$ cat config.mk
export PLATFORM = sky130hd
export DESIGN_NAME = bel_lsu
export DESIGN_NICKNAME = d
export VERILOG_FILES = /design/src/rtl/bel_lsu_pkg.sv /design/src/rtl/bel_store_steer.sv /design/src/rtl/bel_load_extract.sv /design/src/rtl/bel_lsu.sv
export SDC_FILE = /design/constraint.sdc
export NUM_CORES = 1
export LEC_CHECK = 0
export ABC_AREA = 1
export ABC_CLOCK_PERIOD_IN_PS = 1600
export BUFFER_PORTS_ARGS = -buffer_cell sky130_fd_sc_hd__buf_4
export CORE_MARGIN = 2
export CORE_UTILIZATION = 33
export DETAILED_ROUTE_END_ITERATION = 8
export PLACE_DENSITY = 0.83
export SYNTH_ARGS = -nofsm -noshare
export SYNTH_HDL_FRONTEND = slang
export SYNTH_SLANG_ARGS = --single-unit
$ cat constraint.sdc
create_clock -name clk -period 1.6 [get_ports clk]
set_clock_uncertainty 0.2 [all_clocks]
set_input_delay 0.32 -clock clk [delete_from_list [all_inputs] [get_ports clk]]
set_output_delay 0.32 -clock clk [all_outputs]
set_load 0.02 [all_outputs]
$ cat src/rtl/bel_lsu_pkg.sv
package bel_lsu_pkg;
  localparam int BYTE_W = 8;

  typedef enum logic {
    ACC_BYTE = 1'b0,
    ACC_WORD = 1'b1
  } acc_size_e;

  function automatic logic [31:0] sext_byte(input logic [BYTE_W-1:0] b);
    return {{(32-BYTE_W){b[BYTE_W-1]}}, b};
  endfunction
endpackage

$ cat src/rtl/bel_store_steer.sv
module bel_store_steer #(
  parameter int DW    = 32,
  parameter int LANES = DW / 8,
  parameter int OFFW  = $clog2(LANES)
) (
  input  logic                   word_i,
  input  logic [OFFW-1:0]        off_i,
  input  logic [DW-1:0]          wdata_i,
  output logic [LANES-1:0]       be_o,
  output logic [DW-1:0]          wdata_o,
  output logic                   misalign_o
);
  logic [LANES-1:0] lane_hit;

  // Big-endian: offset k lands on lane LANES-1-k (lane 0 = bits [7:0]).
  for (genvar k = 0; k < LANES; k++) begin : g_lane
    localparam int LN = LANES - 1 - k;
    assign lane_hit[LN] = (off_i == OFFW'(k));
    assign wdata_o[LN*8 +: 8] = word_i ? wdata_i[LN*8 +: 8] : wdata_i[7:0];
  end

  assign misalign_o = word_i && (off_i != '0);
  assign be_o       = word_i ? {LANES{1'b1}} : lane_hit;
endmodule

$ cat src/rtl/bel_load_extract.sv
module bel_load_extract #(
  parameter int DW    = 32,
  parameter int LANES = DW / 8,
  parameter int OFFW  = $clog2(LANES)
) (
  input  logic            word_i,
  input  logic [OFFW-1:0] off_i,
  input  logic [DW-1:0]   rdata_i,
  output logic [DW-1:0]   data_o
);
  logic [7:0] byte_at [LANES];
  logic [7:0] sel;

  for (genvar k = 0; k < LANES; k++) begin : g_pick
    assign byte_at[k] = rdata_i[(LANES-1-k)*8 +: 8];
  end

  assign sel    = byte_at[off_i];
  assign data_o = word_i ? rdata_i : {{(DW-8){sel[7]}}, sel};
endmodule

$ cat src/rtl/bel_lsu.sv
module bel_lsu #(
  parameter int AW = 16,
  parameter int DW = 32
) (
  input  logic                      clk,
  input  logic                      rst,
  input  logic                      req_valid,
  input  logic                      req_write,
  input  logic                      req_word,
  input  logic [AW-1:0]             req_addr,
  input  logic [DW-1:0]             req_wdata,
  output logic [AW-$clog2(DW/8)-1:0] mem_addr,
  output logic [DW/8-1:0]           mem_be,
  output logic                      mem_we,
  output logic                      mem_re,
  output logic [DW-1:0]             mem_wdata,
  input  logic [DW-1:0]             mem_rdata,
  output logic                      ld_valid,
  output logic [DW-1:0]             ld_data,
  output logic                      err
);
  import bel_lsu_pkg::*;

  localparam int LANES = DW / 8;
  localparam int OFFW  = $clog2(LANES);

  typedef struct packed {
    acc_size_e       size;
    logic [OFFW-1:0] off;
  } ld_ctx_t;

  logic [OFFW-1:0]  off;
  logic [LANES-1:0] be_raw;
  logic             misalign;
  logic             go;
  ld_ctx_t          ctx_q;
  logic [DW-1:0]    shaped;

  assign off = req_addr[OFFW-1:0];

  bel_store_steer #(.DW(DW)) steer_i (
    .word_i     (req_word),
    .off_i      (off),
    .wdata_i    (req_wdata),
    .be_o       (be_raw),
    .wdata_o    (mem_wdata),
    .misalign_o (misalign)
  );

  assign go       = req_valid && !misalign;
  assign mem_addr = req_addr[AW-1:OFFW];
  assign mem_we   = go && req_write;
  assign mem_re   = go && !req_write;
  assign mem_be   = go ? be_raw : '0;

  always_ff @(posedge clk) begin
    if (rst) begin
      ld_valid <= 1'b0;
      err      <= 1'b0;
      ctx_q    <= '{size: ACC_BYTE, off: '0};
    end else begin
      ld_valid <= mem_re;
      err      <= req_valid && misalign;
      if (mem_re) begin
        ctx_q.size <= req_word ? ACC_WORD : ACC_BYTE;
        ctx_q.off  <= off;
      end
    end
  end

  bel_load_extract #(.DW(DW)) extract_i (
    .word_i  (ctx_q.size == ACC_WORD),
    .off_i   (ctx_q.off),
    .rdata_i (mem_rdata),
    .data_o  (shaped)
  );

  assign ld_data = ld_valid ? shaped : '0;
endmodule

======== After elaboration in Yosys (flattened, before gate mapping) ========
Cells that the tools add are included.
storage, ports and cells
  input port bits ......................... 85
  register bits after elaboration ......... 5
  word-level logic and storage cells ...... 29
operators by class
  reductions and logical operators ........ 9
  bitwise gates (word level) .............. 1
  equality and inequality tests ........... 3
  $lt $le $gt $ge ......................... 1
  multiplexer cells ....................... 11
operators by type and width
  operator                                                         count
  32-bit 2-to-1 mux                                                2
  8-bit 2-to-1 mux                                                 5
  8-bit binary-select mux with 2-bit select                        1
  4-bit 2-to-1 mux                                                 2
  1-bit logical AND                                                5
  2-bit == test, second input constant                             2
  3-bit greater-or-equal comparator, second input constant         1
  2-bit inverter with 3-bit output                                 1
  2-bit by 1-bit == test with 1-bit output, second input constant  1
  1-bit zero test                                                  2
  2-bit zero test                                                  1
  2-bit nonzero test                                               1
  1-bit 2-to-1 mux                                                 1

======== Depth between registers and ports, before layout ========
Gate-level depths: netlist of the first run.
  word-level depth ........................ 6
  gate-level depth with buffers ........... 8
  depth with buffers taken out ............ 6

======== Modules after synthesis ========
Synthesis of the first run repeated with hierarchy kept, for this count alone.
unflattened totals
  cell total of the unflattened synthesis .. 342
  area total of the unflattened synthesis .. 1607.8 um^2
modules (own cells, without submodules)
  module            area each (um^2)  instances  cells each
  bel_lsu           605.6             1          119
  bel_load_extract  585.6             1          143
  bel_store_steer   416.6             1          80

======== Worst setup path before layout of the first run ========
No wires, ideal clock.
  path type ............................... register -> output
  from .................................... register ctx_q[2] in the netlist's numbering
  to ...................................... output ld_data[5]
  path slack .............................. -0.055 ns
  cell stages (with the launch flop) ...... 6
  arrival time ............................ 1.135 ns
  cells stage by stage .................... dfxtp_1 -> buf_2 -> inv_2 -> buf_2 -> o21ai_1 -> a21oi_1
between the ends
  cells in the longest elaborated chain, start to end .. 2
ends and longest elaborated chain
  what                      RTL line                RTL
  start: declaration        bel_lsu.sv:36           ld_ctx_t ctx_q;
  start signal: assignment  bel_lsu.sv:60           ctx_q <= '{size: ACC_BYTE, off: '0};
  32-bit 2-to-1 mux         bel_load_extract.sv:19  assign data_o = word_i ? rdata_i : {{(DW-8){sel[7]}}, sel};
  32-bit 2-to-1 mux         bel_lsu.sv:78           assign ld_data = ld_valid ? shaped : '0;
  end: declaration          bel_lsu.sv:19           output logic [DW-1:0] ld_data,
No other way between the ends.

======== Worst setup path in the final report of the first run ========
  from .................................... register ctx_q[0] in the netlist's numbering
  to ...................................... output ld_data[7]
between the ends
  cells in the longest elaborated chain, start to end .. 6
ends and longest elaborated chain
  what                                                    RTL line                RTL
  2-bit inverter with 3-bit output (not written as such)  bel_load_extract.sv:18  assign sel = byte_at[off_i];
  8-bit binary-select mux with 2-bit select               bel_load_extract.sv:18
  8-bit 2-to-1 mux (not written as such) (2 in a row)     bel_load_extract.sv:18
  32-bit 2-to-1 mux                                       bel_load_extract.sv:19
  32-bit 2-to-1 mux                                       bel_lsu.sv:78
No other way between the ends. The select of a mux whose other input is x is not followed.

==> run summary, run 1 <==
The flow ran to the end, but the final reports show violations. The final reports fail on setup timing. The tool flagged a number of max-cap violations equal to 0. Netlist area before placement: 1350 sq um. At the placement stage, the worst setup path has a slack of -0.257 ns.

The fmax was 0.526 GHz. The cell chosen for the clock root was clkbuf_8. In the final routed layout, each cell accounts on average for 13.9 um. The slack of the critical path is -0.302 ns, and the highest fanout seen on the critical path is 7. The count of buffers added on input and output ports is 142. The cell count after synthesis came out at 257.

Total area of multi-input combinational cells: 1080 sq um. The logs give 436 for the final cell count without fillers and 7.40% for the sequential-to-total area share from yosys stat. Detailed placement ended at an HPWL of 4580 um.

The fraction of layout instances using a drive strength above 1 was 52.8%. STA classifies the critical path startpoint as a flop. The number of clock buffers added by TritonCTS is 3. The count of nets left with antenna violations once routing finished came out at 0. The run gives 0.0687 ns as the minimum hold slack. Via count of the first global-routing pass: 1938. The tree built by TritonCTS fans out to 5 sinks.

Power spread over the standard cell area amounts to 454 nW/um^2. The residual DRC count is 0. In this run the register-to-register setup slack is 0.52 ns. After the first detailed-routing iteration, the DRC count stood at 157. For the insertion delay to the later sink of the worst-skew pair, the log shows 0.23 ns.

Setup violations remaining at the end of the flow were counted as 32. The core region is 3970 sq um. The number of cells on the worst reg-to-reg path was 5; the final number of hold-violating endpoints was 0. Synthesis inferred 5 register bits.

For the number of top-level pins, the log shows 171. The most common cell after layout, fill and taps aside is buf_4. The clock passes through at most 2 buffers. Once placement completed, the tool counted placed cells totaling 427. Total routed wirelength: 6080 um.

At the end of routability-driven placement, the weighted congestion stood at 0.849. Hold path startpoint: rst. The first-pass GRT wire length came out at 8720 um.

For this run, the number of Yosys warnings is 0. For this run, the detailed router's first-pass iteration total came to 4. Category of the worst setup path capture point: an output pin.

The final critical path takes up 119% of the cycle. The average via count per standard cell was 4.96; the sum of overflow across all layers after global routing was 0. The top cell family by delay on the critical path was simple AND/OR/NAND/NOR gates. Logic depth of the worst path, buffers included: 7.

Leaving out fill and tap cells, the most frequent cells in the layout are 149 x buf_4, 122 x nand2_1, 22 x a21oi_2. The count of antenna diodes in the layout came out at 0. End of the worst register-to-register path: ctx_q[1].

By instance count, the cell type seen most on the critical path is nand2_8. From synthesis to final layout, the design area changed by 92.7%. The stage delay of the slowest cell on the critical path was 0.37 ns; the distinct cell type count after synthesis was 21.

The buffering stage count on the worst path with inverters included came out at 2. Measured against its own limit, the worst slew margin works out to 83.7%. Global routing used 25.0% of the available tracks across all layers. Setup repair after global routing could not meet its margin everywhere. Each instance of the synthesized netlist takes up on average 5.26 sq um. The initial utilization of the core area, before any placement, comes to 34.1%. Detailed routing inserted a total of 2162 vias.

Across the whole layout, storage elements account for 105 sq um. Walking the worst path, the cells encountered are inv_4 > nand2_4 > nand3_4 > nand2_8 > nand2_8 > a21oi_1 > buf_4. The number of pins exceeding their max-slew limit in the final report is 0. The startpoint of the most critical register-to-register path was ctx_q[1].

After the last flow step, the layout net total stands at 472. The path type of the worst min-delay path is in2reg. The slew at the pin with the worst max-slew slack works out to 0.243 ns. The die covers 4630 sq um.

For the site row count, the log shows 23. Synthesis produced a netlist with a net count of 342. TritonCTS built the clock tree. For the number of antenna violations at the first check in global routing, the log shows 0.

The floorplan step set the die height to 68.0 um. The tools report the total design power as 1.18 mW. The pin count of the biggest net entering global routing was 26.

STA puts the critical path data required time at 1.08 ns. The die is 68.0 um wide. After clock tree synthesis, the clock-pin slew on the worst setup and hold paths is 0.04 ns.

The path with the worst hold slack has its endpoint at ld_valid. Critical path class: reg2out. The tools report the data arrival time of the worst path as 1.38 ns. The number of fillers in the final layout was 372; the hold path depth was 2. The smallest clock period supported by the final layout is computed as 1.90 ns.

Static leakage: 1.40 nW. On the critical path, the stage with the largest delay is an instance of dfxtp_4. The maximum VDD drop came out at 0.278 mV. The tools report the timing startpoint of the critical path as ctx_q[0]. Buffers inserted to repair hold after CTS numbered 0. Depth of the CTS H-tree: 1.
==> report_power, final <==
part	internal (mW)	switching, mW
logic	0.354	0.448
clock network	0.172	0.0694
registers	0.132	0.00898
==> routing by layer <==
| layer | global-route usage (%) | vias up | part of all wire, % |
|---|---|---|---|
| met4 | 10.5 | 0 | 3.1 |
| met5 | 0 | - | 0 |
| li1 | - | 1050 | - |
| met3 | 9.54 | 19 | 12 |
| met2 | 45.1 | 123 | 53 |
| met1 | 25.6 | 970 | 32 |
==> state kept, by name, indices dropped and copies added, names as in the netlist <==
name	cells
err	1
ctx_q	3
ld_valid	1
==> how the worst max path moves through the flow <==
stage                     slack (ns)          end
after global placement         -0.22  ld_data[10]
after floorplan                -0.05   ld_data[5]
after global routing           -0.36   ld_data[7]
after detailed placement       -0.26  ld_data[10]
after CTS                      -0.28  ld_data[29]
final                          -0.30   ld_data[7]
==> cell type report <==
| class | instances | area share (%) |
|---|---|---|
| well taps | 50 | 2.40 |
| repair buffers | 159 | 48.1 |
| inverters | 14 | 2.45 |
| multi-input cells | 204 | 41.3 |
| flip-flops and latches | 5 | 4.03 |
| clock buffers | 4 | 1.73 |
==> repair_timing <==
| item | in CTS | in global routing |
|---|---|---|
| setup buffers | 2 | 0 |
| pin swaps | 6 | 0 |
| gates cloned | 3 | 0 |
| gates resized for setup | 18 | 12 |
| endpoints found under the setup margin | 32 | 57 |
==> kinds of logic (layout without fill, tap and decap cells) <==
kind of cell	after synthesis	after routing	synth area share, %
AOI/OAI and AO/OA	44	44	22.3
buffers and inverters	51	177	23.5
DFF	5	5	7.40
and+or+nand+nor	157	160	46.8
==> synth_stat cells, drive strengths merged <==
cell type	number	area (sq um)
buf	34	249
nor3	2	10.0
nor2	11	41.3
inv	14	57.6
nand3	17	90.1
a21oi	35	250
nand2	127	492
o21ai	8	43.8
clkbuf	3	11.3
dfxtp	5	100
o31ai	1	7.51
==> worst reg2reg max path, stage by stage (launching register included) <==
cell and delay [ns]:
dfxtp_2 0.39, inv_4 0.06, buf_4 0.17, nand2_1 0.07, nand2_1 0.04, nor2_1 0.07
==> metrics by stage <==
stage                     area [sq um]  TNS (ns)  util (%)
after CTS                         2560     -7.89      64.4
after global routing              2610     -9.96      65.6
after detailed placement          2360     -6.12      59.5
after global placement            2360     -5.21      59.5
final                             2610     -8.21      65.6
after floorplan                   1370     -1.37         -
Power figures use the tool's default switching activity.
==> run 2, diff against run 1 <==
CELL_PAD_IN_SITES_DETAIL_PLACEMENT = 1   (was not set)
CELL_PAD_IN_SITES_GLOBAL_PLACEMENT = 2   (was not set)
CORE_UTILIZATION = 12   (was 33)
PLACE_DENSITY = not set   (was 0.83)
PLACE_DENSITY_LB_ADDON = 0.1   (was not set)
==> run 2 against run 1 <==
The flow still finishes with violations (setup timing). Sequential power hardly changed. Global-route usage down 14 points. Worst hold slack better by 0.011 ns. First-iteration DRC count is 47% lower. Clock-buffer cell count did not move. Flip-flop and latch count is the same. Die area increased to 2.6 times the previous value. Clock power rose by 71%. Non-clock buffer count up 3. Worst setup slack improved by 0.035 ns.
==> run summary, run 2 (same netlist as run 1, synthesis figures left out) <==
For the half-perimeter wire length after placement, the log shows 6250 um (+36%). The logs give 0.717 (-16%) for the weighted congestion reported at the end of routability-driven placement and 23 (-12%) for the pin count of the biggest net entering global routing. The net switching power is 0.530 mW (+0.67%). The global routing's busiest layer is met2. The run gives 1.36 mW (+15%) as the total design power.

The buffering stage count on the worst path with inverters included was 3 (+1). The met3 track demand over resource in global routing was 3.82% (-5.7 points); the area inside the core boundary was 10900 sq um (+180%). By instance count, the cell type seen most on the critical path is nand2_2. The run gives 0.23 ns (about the same) as the insertion delay to the later sink of the worst-skew pair.

The tools report the cell chosen for the clock root as clkbuf_16. The number of flip-flops in the largest register works out to 3 (unchanged). The first-pass iteration count of the detailed router was 4 (unchanged).

The run gives 10600 um (+21%) as the first-pass GRT wire length. The via count of the first global-routing pass came out at 2097 (+8.2%). The aggregate global-route resource usage came out at 11.4% (-14 points). The largest registers in the layout are ctx_q: 3 flops, err: 1 flops, ld_valid: 1 flops.

Leaving out fill and tap cells, the most frequent cell in the layout is buf_4. The number of top-level pins is 171 (unchanged), and the cell count after placement is 522 (+22%). The width of the chip was 110 um (+62%).

The final critical delay including setup and external delays was 1.87 ns (-0.0354 ns); the maximum VDD drop was 0.245 mV (-12%). The worst setup slack for register-to-register paths was 0.46 ns (-0.06 ns); the summed negative setup slack over all endpoints was -7.66 ns (+0.545 ns). For the number of pins exceeding their max-slew limit in the final report, the log shows 0 (unchanged). The clock edge transition at the registers on the reported setup and hold paths was 0.03 ns (about the same); the cell-internal power was 0.830 mW (+26%). The number of buffer cells added on primary ports is 142 (unchanged). TritonCTS built the clock tree. The run gives 2 (unchanged) as the clock tree buffer depth. The tools report the post-route cell area as 2780 sq um (+6.7%). The slack of the critical path was -0.266 ns (+0.0354 ns); the via count was 2043 (-5.5%).

The share of total power consumed by net switching is 39.0% (-5.5 points), and the area of placed instances is 2550 sq um (+7.9%). The total clock sinks was 5 (unchanged). Counting flops per register, the top entry is ctx_q. The data arrival time of the worst path was 1.35 ns (-0.03 ns).

The area overhead of the layout relative to synthesis is 106%, and the fraction of layout instances using a drive strength above 1 is 53.4% (+0.52 points). The power per standard cell area was 489 nW/um^2 (+7.8%); the sum of overflow across all layers after global routing was 0 (unchanged). Top cell family by delay on the critical path: flip-flops. The stage delay of the slowest cell on the critical path was 0.37 ns (about the same); the number of design-rule violations left by the first detailed-router iteration was 83 (-47%). Minimum hold slack: 0.0794 ns (+0.0107 ns). Traced cell by cell, the critical path runs through inv_4 > nand2_2 > nand3_2 > nand2_2 > nand2_4 > buf_12 > a21oi_2 > buf_4.

For the residual DRC count, the log shows 0 (unchanged). The tools report the global routing usage on met1 as 13.8% (-12 points). For the fmax, the log shows 0.536 GHz (+1.9%). STA classifies the critical path endpoint as an output pin. The run gives 0 (unchanged) as the post-detailed-route count of antenna-violating nets. The run gives 1.08 ns (about the same) as the required time of the critical path. The final number of hold-violating endpoints is 0 (unchanged). Setup repair after global routing could not meet its margin everywhere. The critical path is of the reg2out type. The average via count per standard cell came out at 3.88 (-22%).

The met2 global-route usage was 19.7% (-25 points). For the pre-CTS setup slack, the log shows -0.165 ns (+0.0919 ns). The flow ran to the end, but the final reports show violations. The final cell utilization of the core was 25.4% (-40 points); the sequential share of power was 10.3% (-1.6 points). The floorplan die height was 110 um (+62%). Final cell count without fillers: 526 (+21%). The total routed wirelength was 7260 um (+20%); the depth of the CTS H-tree was 1 (unchanged). The portion of total power attributed to the clock network is 30.3% (+9.9 points), and the highest fanout seen on the critical path is 14 (+7). The run gives 472 (unchanged) as the number of nets in the layout.

The sort of element at the start of the critical path is a flop. Path type of the worst min-delay path: in2reg. The number of maximum-capacitance constraint violations was 0 (unchanged); the site row count was 38 (+65%).

The library cells used most frequently in the layout, excluding fill and tap cells, are 145 x buf_4, 122 x nand2_1, 17 x a21oi_2. The initial core utilization was 12.4% (-22 points). The run gives 0 (unchanged) as the count of antenna diodes in the layout. The final reports fail on setup timing. The run gives 12100 sq um (+160%) as the die area. The ratio of final minimum period to clock period is 117% (-2.2 points), and the static leakage is 1.43 nW (+1.9%).

The run gives 32 (unchanged) as the number of endpoints failing setup at the final stage. Routed length per instance: 13.8 um (-0.93%). For the worst max-slew margin expressed relative to the limit, the log shows 81.7% (-2.0 points). The tools report the number of antenna violations at the first check in global routing as 0 (unchanged). Slowest stage cell on the critical path: dfxtp_4.

The slew at the pin with the worst max-slew slack came out at 0.272 ns (+0.0292 ns). The logs give 59.4% (-8.3 points) for the proportion of power drawn by combinational gates and 3 (unchanged) for the CTS buffer count.
==> run 2: changes by cell type in the layout (fill, tap and decap cells not counted), sizes merged <==
cell      delta
buf          +3
nand2        -3
inv          +1
clkinvlp     -1
==> run 2: power groups by stage <==
stage	combinational [mW]	sequential [mW]	clock, mW
floorplan	0.440	0.138	0
global placement	0.785	0.141	0
detailed placement	0.781	0.142	0
CTS	0.799	0.140	0.425
global route	0.879	0.142	0.432
finish	0.808	0.141	0.412
==> run 2: cell type report <==
| class | count | area [sq um] |
|---|---|---|
| fillers | 1405 | 8160 |
| repair buffers | 162 | 1320 |
| multi-input cells | 201 | 1050 |
| well taps | 140 | 175 |
| flip-flops and latches | 5 | 105 |
| clock buffers | 4 | 78.8 |
| inverters | 14 | 60.1 |
==> run 2: timing repair <==
action	4_1_cts	5_1_grt
hold buffers	0	0
resized for setup	17	18
setup buffers	0	0
setup endpoints to repair	32	40
cloned	0	0
==> run 2: layer usage <==
metal  wire, um  vias to the layer above
li1           -                     1048
met1       3020                      890
met2       3380                      100
met3        818                        5
met4         48                        0
met5          0                        -
==> run 2: path summary, 6_finish.rpt <==
path	start	endpoint	cells past startpoint
min	rst	err	2
min reg2reg	ctx_q[0]	ctx_q[0]	5
max reg2reg	ctx_q[1]	ctx_q[1]	6
max	ctx_q[0]	ld_data[29]	8
==> run 3, diff against run 2 <==
ABC_AREA = not set   (was 1)
CORE_UTILIZATION = 13   (was 12)
==> run 3 against run 2 <==
The run still ends with setup timing left. Clock power fell by 41%. Core utilization grew 3.7 points. Sequential share of layout area rose by 0.31 points. Worst hold slack better by 0.011 ns. Area after synthesis is 8.3% lower. Design area shrank 3.2%. Clock-buffer cell count unchanged. Synthesized cell count fell by 29%. Combinational power is 21% lower. Highest routed layer unchanged.
==> run summary, run 3 <==
The tools report the fmax as 0.477 GHz (-11%). The number of fillers in the final layout is 1117 (-20%). The routed length per instance came out at 14.1 um (+2.2%).

The run gives -0.495 ns (-0.229 ns) as the slack of the critical path. Number of top-level pins: 171 (unchanged). The tools report the final number of hold-violating endpoints as 0 (unchanged).

The tools report the insertion delay to the later sink of the worst-skew pair as 0.22 ns (about the same). The slew at the pin with the worst max-slew slack works out to 0.377 ns (+0.105 ns). Number of pins exceeding their max-slew limit in the final report: 0 (unchanged). The number of nets produced by synthesis was 267 (-22%); the via count of the first global-routing pass was 1836 (-12%).

The final critical delay including setup and external delays works out to 2.10 ns (+0.229 ns). The number of antenna violations at the first check in global routing came out at 0 (unchanged). Path type of the worst min-delay path: in2reg. The average via count per standard cell works out to 4.02 (+3.5%). Number of buffer cells added on primary ports: 142 (unchanged).

By startpoint and endpoint, the worst setup path is classified as reg2out. Via count: 1773 (-13%). The first-pass iteration count of the detailed router was 3 (-1). The number of flip-flops in the largest register is 3 (unchanged), and the number of design-rule violations left by the first detailed-router iteration is 21 (-75%). The maximum VDD drop is 0.125 mV (-49%). Portion of synthesized cell area occupied by the leading cell type: 17.7% (-16 points). For the CTS buffer count, the log shows 3 (unchanged). Ranked by instance count, the synthesized netlist is headed by 56 x nand2_1, 25 x a21o_2, 23 x buf_4.

The first-pass GRT wire length was 9430 um (-11%). Post-detailed-route count of antenna-violating nets: 0 (unchanged). For the initial core utilization, the log shows 13.4% (+1.1 points).

For this run, the leading register cell type out of synthesis is dfxtp_1. The clock edge transition at the registers on the reported setup and hold paths was 0.04 ns (about the same); the worst max-slew margin expressed relative to the limit was 74.8% (-6.9 points). The site row count came out at 35 (-7.9%).

The largest registers in the layout are ctx_q: 3 flops, err: 1 flops, ld_valid: 1 flops. The fraction of layout instances using a drive strength above 1 was 69.2% (+16 points). The minimum hold slack is 0.0903 ns (+0.0109 ns), and the total clock sinks is 5 (unchanged).

The floorplan die height is 102 um (-7.7%), and the static leakage is 1.43 nW (about the same). TritonCTS built the clock tree. The pin count of the biggest net entering global routing is 33 (+43%), and the ratio of final minimum period to clock period is 131% (+14 points).

The run gives 398 (-16%) as the number of nets in the layout. The flow ran to the end, but the final reports show violations. The area inside the core boundary is 9240 sq um (-16%), and the power per standard cell area is 377 nW/um^2 (-23%). The number of maximum-capacitance constraint violations was 0 (unchanged). The required time of the critical path is 1.08 ns (about the same), and the average cell area after synthesis is 6.81 sq um (+29%).

Width of the chip: 102 um (-7.7%). Ranked by total cell area, the synthesized netlist is headed by a21o_2 18%, nand2_1 17%, buf_4 14%, dfxtp_1 8.1%, mux2i_1 7.3%. The run gives 182 (-29%) as the count of mapped cells out of synthesis. For the number of endpoints failing setup at the final stage, the log shows 32 (unchanged). The tree is rooted in a clkbuf_8. For the residual DRC count, the log shows 0 (unchanged). The synthesis-stage register bit count came out at 5 (unchanged). In the layout the commonest cells are 151 x buf_4, 56 x nand2_1, 13 x a21o_4.

Half-perimeter wire length after placement: 5180 um (-17%). The tools report the number of hold buffers added after CTS as 0 (unchanged). Yosys instantiated no cell more often than nand2_1.

The data arrival time of the worst path was 1.58 ns (+0.23 ns); the distinct cell type count after synthesis was 25 (+19%). The logs give 2 (unchanged) for the clock tree buffer depth and 1240 sq um (-8.3%) for the netlist area before placement. The proportion of register bits with asynchronous set or reset after synthesis was 0% (unchanged); the depth of the CTS H-tree was 1 (unchanged).

The die area was 10300 sq um (-15%); the count of yosys warnings during synthesis was 0 (unchanged). The aggregate global-route resource usage is 11.3% (-0.044 points). The count of antenna diodes in the layout is 0 (unchanged). The run gives 1.02 mW (-25%) as the total design power. The highest fanout seen on the critical path came out at 25 (+11).

Most common cell after layout, fill and taps aside: buf_4. The cell taking the most area after synthesis is a21o_2. The run gives 8.07% (+0.67 points) as the sequential-to-total area share from yosys stat. Setup repair after global routing could not meet its margin everywhere.

The pre-CTS setup slack is -0.388 ns (-0.224 ns), and the area overhead of the layout relative to synthesis is 117%. The sum of overflow across all layers after global routing was 0 (unchanged). The worst setup path is captured at an output pin. The sort of element at the start of the critical path was a flop.

The number of enable-type register cells in the synthesized netlist was 0 (unchanged). The final reports fail on setup timing. The total routed wirelength came out at 6220 um (-14%). For the weighted congestion reported at the end of routability-driven placement, the log shows 0.707 (-1.3%).

Register bank with the most flops: ctx_q.
-- run 3: changes by cell type after synthesis, sizes merged, moves of 9 or more --
cell    before  now
nand2      127   56
a21oi       35    3
a21o         0   25
nand3       17    0
inv         14    0
mux2i        0    9
nand2b       0    9
nor2        11    2
-- run 3: area by class of cell --
class	instances	area [sq um]	share of cell area (%)
Timing Repair Buffer	163	1310	48.5
Tap cell	129	161	6.00
Sequential cell	5	110	4.09
Multi-Input combinational cell	140	1070	39.7
Clock buffer	4	45.0	1.67
-- run 3: critical path, stage by stage, from the launching register on --
cell	delay, ns
dfxtp_2	0.33
or3b_4	0.41
o32ai_4	0.13
buf_12	0.22
a21o_2	0.12
buf_4	0.13
-- run 3: routing by layer --
metal	vias up	part of all wire, %	track usage [%]
met5	-	0	0
met4	0	1.4	2.49
li1	865	-	-
met3	14	4.8	1.52
met1	833	35	12.3
met2	61	59	22.8
-- run 3: power by group --
group / switching [mW] / internal [mW] / leakage (nW)
clock network: 0.0698 / 0.172 / 0.0228
registers: 0.00466 / 0.128 / 0.0431
logic: 0.306 / 0.335 / 1.36
total: 0.381 / 0.634 / 1.43
-- run 3: final timing paths --
check                              start     endpoint  slack (ns)  cells after the start
worst min-delay path                 rst     ctx_q[0]        0.09                      2
worst max register to register  ctx_q[0]     ctx_q[0]        0.42                      3
worst min register to register  ctx_q[2]     ctx_q[2]        0.32                      2
worst max-delay path            ctx_q[2]  ld_data[28]       -0.50                      5
-- run 3: stage by stage --
stage	area (sq um)	utilization [%]	std cells	TNS [ns]
detailed placement	2520	27.2	437	-11.72
global route	2690	29.1	441	-17.06
global placement	2520	27.2	437	-9.67
floorplan	1350	-	182	-8.23
finish	2690	29.1	441	-14.75
CTS	2660	28.8	441	-15.76
-- run 3: kinds of logic after synthesis --
group / count (synthesis) / synth area share (%)
multiplexers: 9 / 7.27
AO/OA/AOI/OAI: 49 / 33.1
AND/OR/NAND/NOR: 80 / 30.2
buffers and inverters: 37 / 20.0
XOR/XNOR: 2 / 1.41
flip-flops: 5 / 8.07
-- run 3: timing repair --
| action | CTS | global route |
|---|---|---|
| buffers inserted | 0 | 0 |
| endpoints found under the setup margin | 33 | 34 |
| gates cloned | 0 | 0 |
| pin swaps | 6 | 3 |
| resized for setup | 24 | 7 |
